===== src/rtl/sniff_pkg.sv =====
package sniff_pkg;
  typedef enum logic [1:0] {
    OP_PLAIN = 2'b00,
    OP_XOR   = 2'b01,
    OP_SET   = 2'b10,
    OP_CLR   = 2'b11
  } alias_op_e;

  localparam int unsigned CTRL_W   = 12;
  localparam int unsigned SEL_W    = 4;
  localparam logic [3:0]  CALC_CRC = 4'h0;
  localparam logic [3:0]  CALC_ADD = 4'hF;
  localparam logic [11:0] CTRL_OFF = 12'h004;
  localparam logic [11:0] ACC_OFF  = 12'h008;

  localparam int unsigned B_EN   = 0;
  localparam int unsigned B_REV  = 10;
  localparam int unsigned B_INV  = 11;
endpackage


===== src/rtl/sniff_alias.sv =====
module sniff_alias
  import sniff_pkg::*;
#(
  parameter int unsigned W = 32
) (
  input  alias_op_e      op_i,
  input  logic [W-1:0]   old_i,
  input  logic [W-1:0]   wdata_i,
  output logic [W-1:0]   new_o
);
  always_comb begin
    unique case (op_i)
      OP_XOR:  new_o = old_i ^ wdata_i;
      OP_SET:  new_o = old_i | wdata_i;
      OP_CLR:  new_o = old_i & ~wdata_i;
      default: new_o = wdata_i;
    endcase
  end
endmodule


===== src/rtl/sniff_fold.sv =====
module sniff_fold
  import sniff_pkg::*;
#(
  parameter int unsigned W    = 32,
  parameter logic [W-1:0] POLY = 32'h04C11DB7
) (
  input  logic [3:0]   calc_i,
  input  logic [W-1:0] acc_i,
  input  logic [W-1:0] data_i,
  output logic [W-1:0] next_o,
  output logic         known_o
);
  logic [W-1:0] crc_next;

  // full word per cycle, MSB first
  always_comb begin
    logic [W-1:0] c;
    logic fb;
    c = acc_i;
    for (int i = W - 1; i >= 0; i--) begin
      fb = c[W-1] ^ data_i[i];
      c  = {c[W-2:0], 1'b0} ^ (fb ? POLY : '0);
    end
    crc_next = c;
  end

  always_comb begin
    known_o = 1'b1;
    unique case (calc_i)
      CALC_CRC: next_o = crc_next;
      CALC_ADD: next_o = acc_i + data_i;
      default: begin
        next_o  = acc_i;
        known_o = 1'b0;
      end
    endcase
  end
endmodule


===== src/rtl/sniff_out.sv =====
module sniff_out #(
  parameter int unsigned W = 32
) (
  input  logic [W-1:0] acc_i,
  input  logic         rev_i,
  input  logic         inv_i,
  output logic [W-1:0] res_o
);
  logic [W-1:0] rev_w;

  for (genvar g = 0; g < W; g++) begin : g_rev
    assign rev_w[g] = acc_i[W-1-g];
  end

  logic [W-1:0] pick_w;
  assign pick_w = rev_i ? rev_w : acc_i;
  assign res_o  = inv_i ? ~pick_w : pick_w;
endmodule


===== src/rtl/sniff_unit.sv =====
module sniff_unit
  import sniff_pkg::*;
#(
  parameter int unsigned  DATA_W = 32,
  parameter int unsigned  CHAN_W = 4,
  parameter int unsigned  ADDR_W = 14,
  parameter logic [DATA_W-1:0] POLY = 32'h04C11DB7
) (
  input  logic              clk_i,
  input  logic              rst_ni,
  input  logic              obs_valid_i,
  input  logic [CHAN_W-1:0] obs_chan_i,
  input  logic              obs_sniff_i,
  input  logic [DATA_W-1:0] obs_data_i,
  input  logic              reg_we_i,
  input  logic [ADDR_W-1:0] reg_addr_i,
  input  logic [DATA_W-1:0] reg_wdata_i,
  output logic [DATA_W-1:0] reg_rdata_o
);
  localparam int unsigned OFF_W = ADDR_W - 2;

  logic [CTRL_W-1:0] ctrl_q, ctrl_new;
  logic [DATA_W-1:0] acc_q, acc_new, fold_next, acc_view;
  logic              fold_known;

  alias_op_e  op;
  logic [OFF_W-1:0] off;
  assign op  = alias_op_e'(reg_addr_i[ADDR_W-1 -: 2]);
  assign off = reg_addr_i[OFF_W-1:0];

  logic wr_ctrl, wr_acc, hit;
  assign wr_ctrl = reg_we_i && (off == OFF_W'(CTRL_OFF));
  assign wr_acc  = reg_we_i && (off == OFF_W'(ACC_OFF));
  assign hit     = obs_valid_i && obs_sniff_i && ctrl_q[B_EN]
                   && (ctrl_q[SEL_W:1] == SEL_W'(obs_chan_i));

  sniff_alias #(.W(CTRL_W)) i_ctrl_alias (
    .op_i    (op),
    .old_i   (ctrl_q),
    .wdata_i (reg_wdata_i[CTRL_W-1:0]),
    .new_o   (ctrl_new)
  );

  sniff_alias #(.W(DATA_W)) i_acc_alias (
    .op_i    (op),
    .old_i   (acc_q),
    .wdata_i (reg_wdata_i),
    .new_o   (acc_new)
  );

  sniff_fold #(.W(DATA_W), .POLY(POLY)) i_fold (
    .calc_i  (ctrl_q[8:5]),
    .acc_i   (acc_q),
    .data_i  (obs_data_i),
    .next_o  (fold_next),
    .known_o (fold_known)
  );

  always_ff @(posedge clk_i or negedge rst_ni) begin
    if (!rst_ni) begin
      ctrl_q <= '0;
      acc_q  <= '0;
    end else begin
      if (wr_ctrl) ctrl_q <= ctrl_new;
      // register write wins over an observed word
      if (wr_acc)                  acc_q <= acc_new;
      else if (hit && fold_known)  acc_q <= fold_next;
    end
  end

  sniff_out #(.W(DATA_W)) i_out (
    .acc_i (acc_q),
    .rev_i (ctrl_q[B_REV]),
    .inv_i (ctrl_q[B_INV]),
    .res_o (acc_view)
  );

  always_comb begin
    if (off == OFF_W'(CTRL_OFF))     reg_rdata_o = DATA_W'(ctrl_q);
    else if (off == OFF_W'(ACC_OFF)) reg_rdata_o = acc_view;
    else                             reg_rdata_o = '0;
  end
endmodule


===== config.mk =====
export PLATFORM = sky130hd
export DESIGN_NAME = sniff_unit
export DESIGN_NICKNAME = d
export VERILOG_FILES = /design/src/rtl/sniff_pkg.sv /design/src/rtl/sniff_alias.sv /design/src/rtl/sniff_fold.sv /design/src/rtl/sniff_out.sv /design/src/rtl/sniff_unit.sv
export SDC_FILE = /design/constraint.sdc
export NUM_CORES = 1
export LEC_CHECK = 0
export ABC_AREA = 1
export BUFFER_PORTS_ARGS = -buffer_cell sky130_fd_sc_hd__buf_4
export CAP_MARGIN = 0
export CORE_MARGIN = 5
export CORE_UTILIZATION = 40
export CTS_BUF_LIST = sky130_fd_sc_hd__clkbuf_8
export CTS_CLUSTER_SIZE = 28
export DETAILED_ROUTE_END_ITERATION = 10
export PLACE_DENSITY_LB_ADDON = 0.1
export SYNTH_ARGS = -nofsm -noshare
export SYNTH_HDL_FRONTEND = slang
export SYNTH_SLANG_ARGS = --single-unit
export TNS_END_PERCENT = 20

===== constraint.sdc =====
create_clock -name clk_i -period 3.9 [get_ports clk_i]
set_clock_uncertainty 0.15 [all_clocks]
set_input_delay 0.585 -clock clk_i [delete_from_list [all_inputs] [get_ports clk_i]]
set_output_delay 0.585 -clock clk_i [all_outputs]
set_load 0.01 [all_outputs]

# Word level (Yosys, flattened, before mapping)
# Index checks and enable logic that the tools add are counted.
# word_totals
ff_bits	44
output_inout_bits	32
# classes
addsub	1
eq_ne	7
n_mux	42
bitwise	73
n_reduce_logical	11
# ops
op	count
$xor A32 B32 Y32	33
$mux W27	32
$mux W32	6
$pmux W32 S3	1
$not A32 Y32	2
$pmux W32 S2	1
$pmux W12 S3	1
$add A32 B32 Y32	1
$and A32 B32 Y32	1
$or A32 B32 Y32	1
$xor A1 B1 Y1	32
$and A12 B12 Y12	1
$eq A12 B3 Y1 const B	1
$eq A12 B4 Y1 const B	1
$not A12 Y12	1
$or A12 B12 Y12	1
$xor A12 B12 Y12	1
$logic_and A1 B1 Y1	6
$eq A2 B2 Y1 const B	2
$eq A4 B4 Y1	1
$eq A4 B4 Y1 const B	1
$logic_not A4 Y1	1
$reduce_bool A3 Y1	1
$eq A2 B1 Y1 const B	1
4 further kinds	4

# Longest topological paths before layout
# logic_depth
ltp_word	99
ltp_mapped	31
depth_no_buf	31

# Hierarchy
# From an unflattened synthesis, not the netlist that was laid out.
# unflattened
cells_unflattened	2562
hier_area_um2	13977.2
# modules_own_cells
mod	n_inst	cells_per_inst	area_each_um2	seq_area_each_um2
sniff_fold	1	1343	6935.4	0.0
sniff_unit	1	468	2951.6	1101.1
sniff_alias at i_acc_alias	1	343	2113.3	0.0
sniff_out	1	278	1202.4	0.0
sniff_alias at i_ctrl_alias	1	130	774.5	0.0

# Worst setup path before layout
# No wires, ideal clock.
# synth_path
path_kind	input to register
startpoint	in obs_data_i[28]
endpoint	reg acc_q[20]
t_arrival_ns	3.187
path_slack_ns	0.425
path_stages	24
cell_sequence	ha_1 > buf_6 > xnor2_1 > nand2_1 > nand2_1 > nand2_4 > nand2_8 > nand2_4 > nand2_2 > nand2_2 > nand2_4 > nand2_2 > nand2_4 > nand2_1 > nand2_1 > nand2_2 > nand2_4 > inv_2 > xor2_1 > or2_1 > nand2_1 > nand3_1 > nand3_1 > o21ai_1
# synth_via
elab_chain_len	42
elab_cells_between_ends	54
cone_classes	mux (14); bitwise (40)
# synth_lines
item	line_no	source
start, declared	sniff_unit.sv:14	input logic [DATA_W-1:0] obs_data_i,
$xor A1 B1 Y1 (*)	sniff_fold.sv:21	fb = c[W-1] ^ data_i[i];
$mux W27 (*)	sniff_fold.sv:22	c = {c[W-2:0], 1'b0} ^ (fb ? POLY : '0);
$xor A32 B32 Y32 (*) (6 in series)	sniff_fold.sv:22	
$xor A1 B1 Y1	sniff_fold.sv:21	
$mux W27	sniff_fold.sv:22	
$xor A32 B32 Y32 (*) (6 in series)	sniff_fold.sv:22	
$xor A1 B1 Y1	sniff_fold.sv:21	
$mux W27	sniff_fold.sv:22	
[... 7 more ...]	--	
$mux W27	sniff_fold.sv:22	
$xor A32 B32 Y32 (*) (6 in series)	sniff_fold.sv:22	
$xor A1 B1 Y1	sniff_fold.sv:21	
$mux W27	sniff_fold.sv:22	
$xor A32 B32 Y32 (*) (5 in series)	sniff_fold.sv:22	
$pmux W32 S2 (*)	sniff_fold.sv:29	unique case (calc_i)
$mux W32 (*)	sniff_unit.sv:67	else if (hit && fold_known) acc_q <= fold_next;
$mux W32 (*)	sniff_unit.sv:66	if (wr_acc) acc_q <= acc_new;
end signal, assigned	sniff_unit.sv:66	
end signal, assigned	sniff_unit.sv:67	
end, declared	sniff_unit.sv:23	logic [DATA_W-1:0] acc_q, acc_new, fold_next, acc_view;
# Mark *: on every way between the ends. The rest lies on a longest branch, timed or not. The select of a mux whose other input is x is not followed.
# A chain may end at the register's enable or synchronous reset.

# Worst setup path after layout
# layout_path
startpoint	reg acc_q[27]
endpoint	reg acc_q[18]
# layout_via
elab_chain_len	43
elab_cells_between_ends	57
cone_classes	mux (14); bitwise (43)
# layout_lines
item	line_no
$xor A32 B32 Y32 (*) (4 in series)	sniff_fold.sv:22
$xor A1 B1 Y1 (*)	sniff_fold.sv:21
$mux W27 (*)	sniff_fold.sv:22
$xor A32 B32 Y32 (*) (6 in series)	sniff_fold.sv:22
$xor A1 B1 Y1 / $xor A32 B32 Y32 (equally long branches)	sniff_fold.sv:21, sniff_fold.sv:22
$mux W27 / $xor A32 B32 Y32 (equally long branches)	sniff_fold.sv:22
$xor A32 B32 Y32 (*) (6 in series)	sniff_fold.sv:22
$xor A1 B1 Y1 / $xor A32 B32 Y32 (equally long branches)	sniff_fold.sv:21, sniff_fold.sv:22
$mux W27 / $xor A32 B32 Y32 (equally long branches)	sniff_fold.sv:22
$xor A32 B32 Y32 (*) (9 in series)	sniff_fold.sv:22
$xor A1 B1 Y1 / $xor A32 B32 Y32 (equally long branches)	sniff_fold.sv:21, sniff_fold.sv:22
$mux W27 / $xor A32 B32 Y32 (equally long branches)	sniff_fold.sv:22
$xor A32 B32 Y32 (*) (7 in series)	sniff_fold.sv:22
$pmux W32 S2 (*)	sniff_fold.sv:29
$mux W32 (*)	sniff_unit.sv:67
$mux W32 (*)	sniff_unit.sv:66
# Marks and branches as above.

==> run summary <==
### Layout
• share of cells above drive strength 1: 0.284
• post-route core utilization: 0.523
• area added between synthesis and finish: 29.5%
• nets@finish: 2478
• filler cell count in the final layout: 3170
• register cell area after layout: 1110 sq um
• diodes inserted: 0
• area of combinational cells with multiple inputs: 10100 sq um
• number of cells in the finished layout apart from fillers: 2659

### STA
• Setup-failing EPs final: 0
• maximum operating frequency: 266 MHz
• shortest clock period the worst path allows after layout: 3.76 ns
• Slew Limit Headroom: 0.327
• setup repair after global routing missed its margin: yes
• slew of the pin with the lowest slew margin: 1.01 ns
• Slew Limit Fails: 0
• final critical-path share of the clock period: 0.964
• number of hold violations in the final report: 0

### Yosys
• most used flip-flop cell after synthesis: sky130_fd_sc_hd__dfrtp_1
• Area contributors post-synth: sky130_fd_sc_hd__nand2_1, sky130_fd_sc_hd__ha_1, sky130_fd_sc_hd__dfrtp_1, sky130_fd_sc_hd__xor2_1, sky130_fd_sc_hd__nand3_1
• Post-Syn Instances: 1956
• EDFF count, synth: 0
• library cell with the largest summed area after synthesis: sky130_fd_sc_hd__nand2_1
• Commonest cells post-synth: sky130_fd_sc_hd__nand2_1, sky130_fd_sc_hd__inv_1, sky130_fd_sc_hd__nand3_1, sky130_fd_sc_hd__ha_1, sky130_fd_sc_hd__a21oi_1
• share of synthesized area occupied by flip-flops and latches: 0.0925
• count of distinct cell types in the synthesized netlist: 53
• most frequently used cell type in the post-synthesis netlist: sky130_fd_sc_hd__nand2_1
• portion of synthesized cell area occupied by the leading cell type: 0.195
• net count of the mapped netlist: 2166
• average cell area after synthesis: 6.09 sq um
• fraction of registers with async set/reset: 1.00
• flop and latch count out of synthesis: 44
• post-synthesis instance area: 11900 sq um
• YS warnings: 0

### Worst setup path
• Data arrival, critical path: 3.86 ns
• RR Startpoint: acc_q[27]
• Critical Path Most Common Cell: sky130_fd_sc_hd__nand2_1
• Crit Path Max Fanout: 7
• reg-to-reg endpoint: acc_q[18]
• endpoint required time on the critical path: 4.01 ns
• worst reg-to-reg setup slack: 0.14 ns
• critical path, cell by cell: ha_4 > buf_6 > xnor2_1 > xor2_1 > inv_1 > nand2_1 > nand2_1 > nand3b_1 > nand2_4 > inv_4 > xor2_1 > xor2_1 > buf_4 > xor2_1 > inv_1 > nand2_1 > nand3_1 > nand2_1 > nand2_1 > a21oi_1
• delay of the slowest cell on the worst path: 0.47 ns
• Worst Setup Path Type: register to register
• Setup crit start kind: register
• worst reg-to-reg path cell count: 20
• cell type of the slowest stage on the worst timing path: sky130_fd_sc_hd__dfrtp_2
• type of element capturing the critical path: register

### Clock tree
• insertion delay of the later-clocked pin in the worst-skew pair: 0.33 ns
• number of buffers inserted during clock tree synthesis: 5
• register clock-pin slew on the reported worst setup and hold paths: 0.11 ns
• CTS tree: built
• # clock sinks: 44
• root buffer cell: sky130_fd_sc_hd__clkbuf_8
• H-tree depth reported by CTS: 2
• number of hold buffers added after cts: 0
• largest buffer count on any clock path: 2

### Detailed routing
• Vias/cell: 5.32
• total via count in the routed design: 14100
• number of antenna-violating nets in the routed design: 0
• number of design-rule violations left by the first detailed-router iteration: 1438
• average wire per standard cell: 19.7 um
• drt first pass iters: 6
• wire length reported by the detailed router: 52400 um
• remaining routing DRC violations: 0

### Die
• floorplan die area: 33300 sq um
• area of the core: 29500 sq um
• top-level port count: 119
• initial core utilization: 0.404
• Die Y-Extent: 183 um
• number of rows created at floorplan: 63
• width of the die: 183 um

### Placement
• count of port buffers added during placement: 118
• hpwl dp: 42800 um
• Placer Congestion: 0.981
• number of placed instances, taps included: 2628

### Global routing
• initial antenna violation count: 0
• maximum number of pins on one net before global-route repair: 67
• GRT Util Overall: 0.304
• first-pass GRT wire length: 78900 um
• vias in the first global route: 13500
• Congestion Overflow GR: 0

### Run
• number of maximum-capacitance constraint violations: 0

### Status
• run status: finished clean

### Hold path
• class of the most critical hold timing path: input port to async pin

## per-layer routing
layer,vias to the layer above,global-route usage,share of wire
li1,6996,-,-
met1,6571,0.404,0.44
met2,495,0.511,0.46
met3,87,0.0247,0.054
met4,0,0.120,0.046
met5,-,0,0
## cell type report
type                       count  area share
clock buffer                   5     0.00446
clock inverter                 3     0.00122
inverter                     222      0.0555
multi-input combinational   1635       0.657
sequential                    44      0.0721
tap                          390      0.0317
timing repair buffer         360       0.178
## sequential cells by signal, indices dropped and copies added (netlist names)
| name | count |
|---|---|
| acc_q | 32 |
| ctrl_q | 12 |
## cell usage in the layout (no fill, tap or decap), types with 39 or more instances in the layout
master	n
sky130_fd_sc_hd__nand2_1	580
sky130_fd_sc_hd__buf_4	354
sky130_fd_sc_hd__inv_1	178
sky130_fd_sc_hd__nand3_1	134
sky130_fd_sc_hd__ha_1	117
sky130_fd_sc_hd__a21oi_1	110
sky130_fd_sc_hd__xor2_1	102
sky130_fd_sc_hd__nor2_1	95
sky130_fd_sc_hd__o21ai_0	93
sky130_fd_sc_hd__nand2_2	89
sky130_fd_sc_hd__nand2_4	41
sky130_fd_sc_hd__xnor2_1	39
## timing repair
item / CTS / global route
setup endpoints to repair: 11 / 32
resized for setup: 8 / 100
pin swaps: 0 / 42
buffers inserted: 0 / 23
## worst max-delay path: cells and delay by family (launching register included)
kind	cells	cell delay, ns
simple gates	8	1.02
fa+ha+maj	1	0.29
compound gates	1	0.13
flops	1	0.47
buf+inv	5	0.48
xor+xnor	5	1.14
## kinds of logic (layout without fill, tap and decap cells)
family                     Yosys count  count (layout)  synth area share
buffers and inverters              277             590            0.0925
DFF                                 44              44            0.0925
and+or+nand+nor                   1041            1041             0.407
AOI/OAI and AO/OA                  313             313             0.157
xor gates and xnor gates           158             158             0.121
adders and majority gates          123             123             0.130
## worst max-delay path by stage
stage	start	endpoint	slack, ns
after CTS	acc_q[28]	acc_q[13]	-0.02
after detailed placement	obs_data_i[29]	acc_q[30]	-0.41
after global placement	obs_data_i[29]	acc_q[30]	-0.40
after floorplan	obs_data_i[28]	acc_q[20]	0.43
final	acc_q[27]	acc_q[18]	0.14
after global routing	acc_q[30]	acc_q[14]	-0.03
## stage by stage
stage	TNS (ns)	cell area (sq um)	worst slack (ns)	hold WS, ns
final	0	15400	0.142	0.0993
after global placement	-4.36	14700	-0.401	0.470
after CTS	-0.0236	14800	-0.0236	0.127
after global routing	-0.129	15400	-0.0316	0.139
after floorplan	0	11900	0.425	0.139
after detailed placement	-5.18	14700	-0.407	0.479
Power is not shown: default switching activity piles up to over one toggle a cycle in this logic, so the estimate is an artifact.
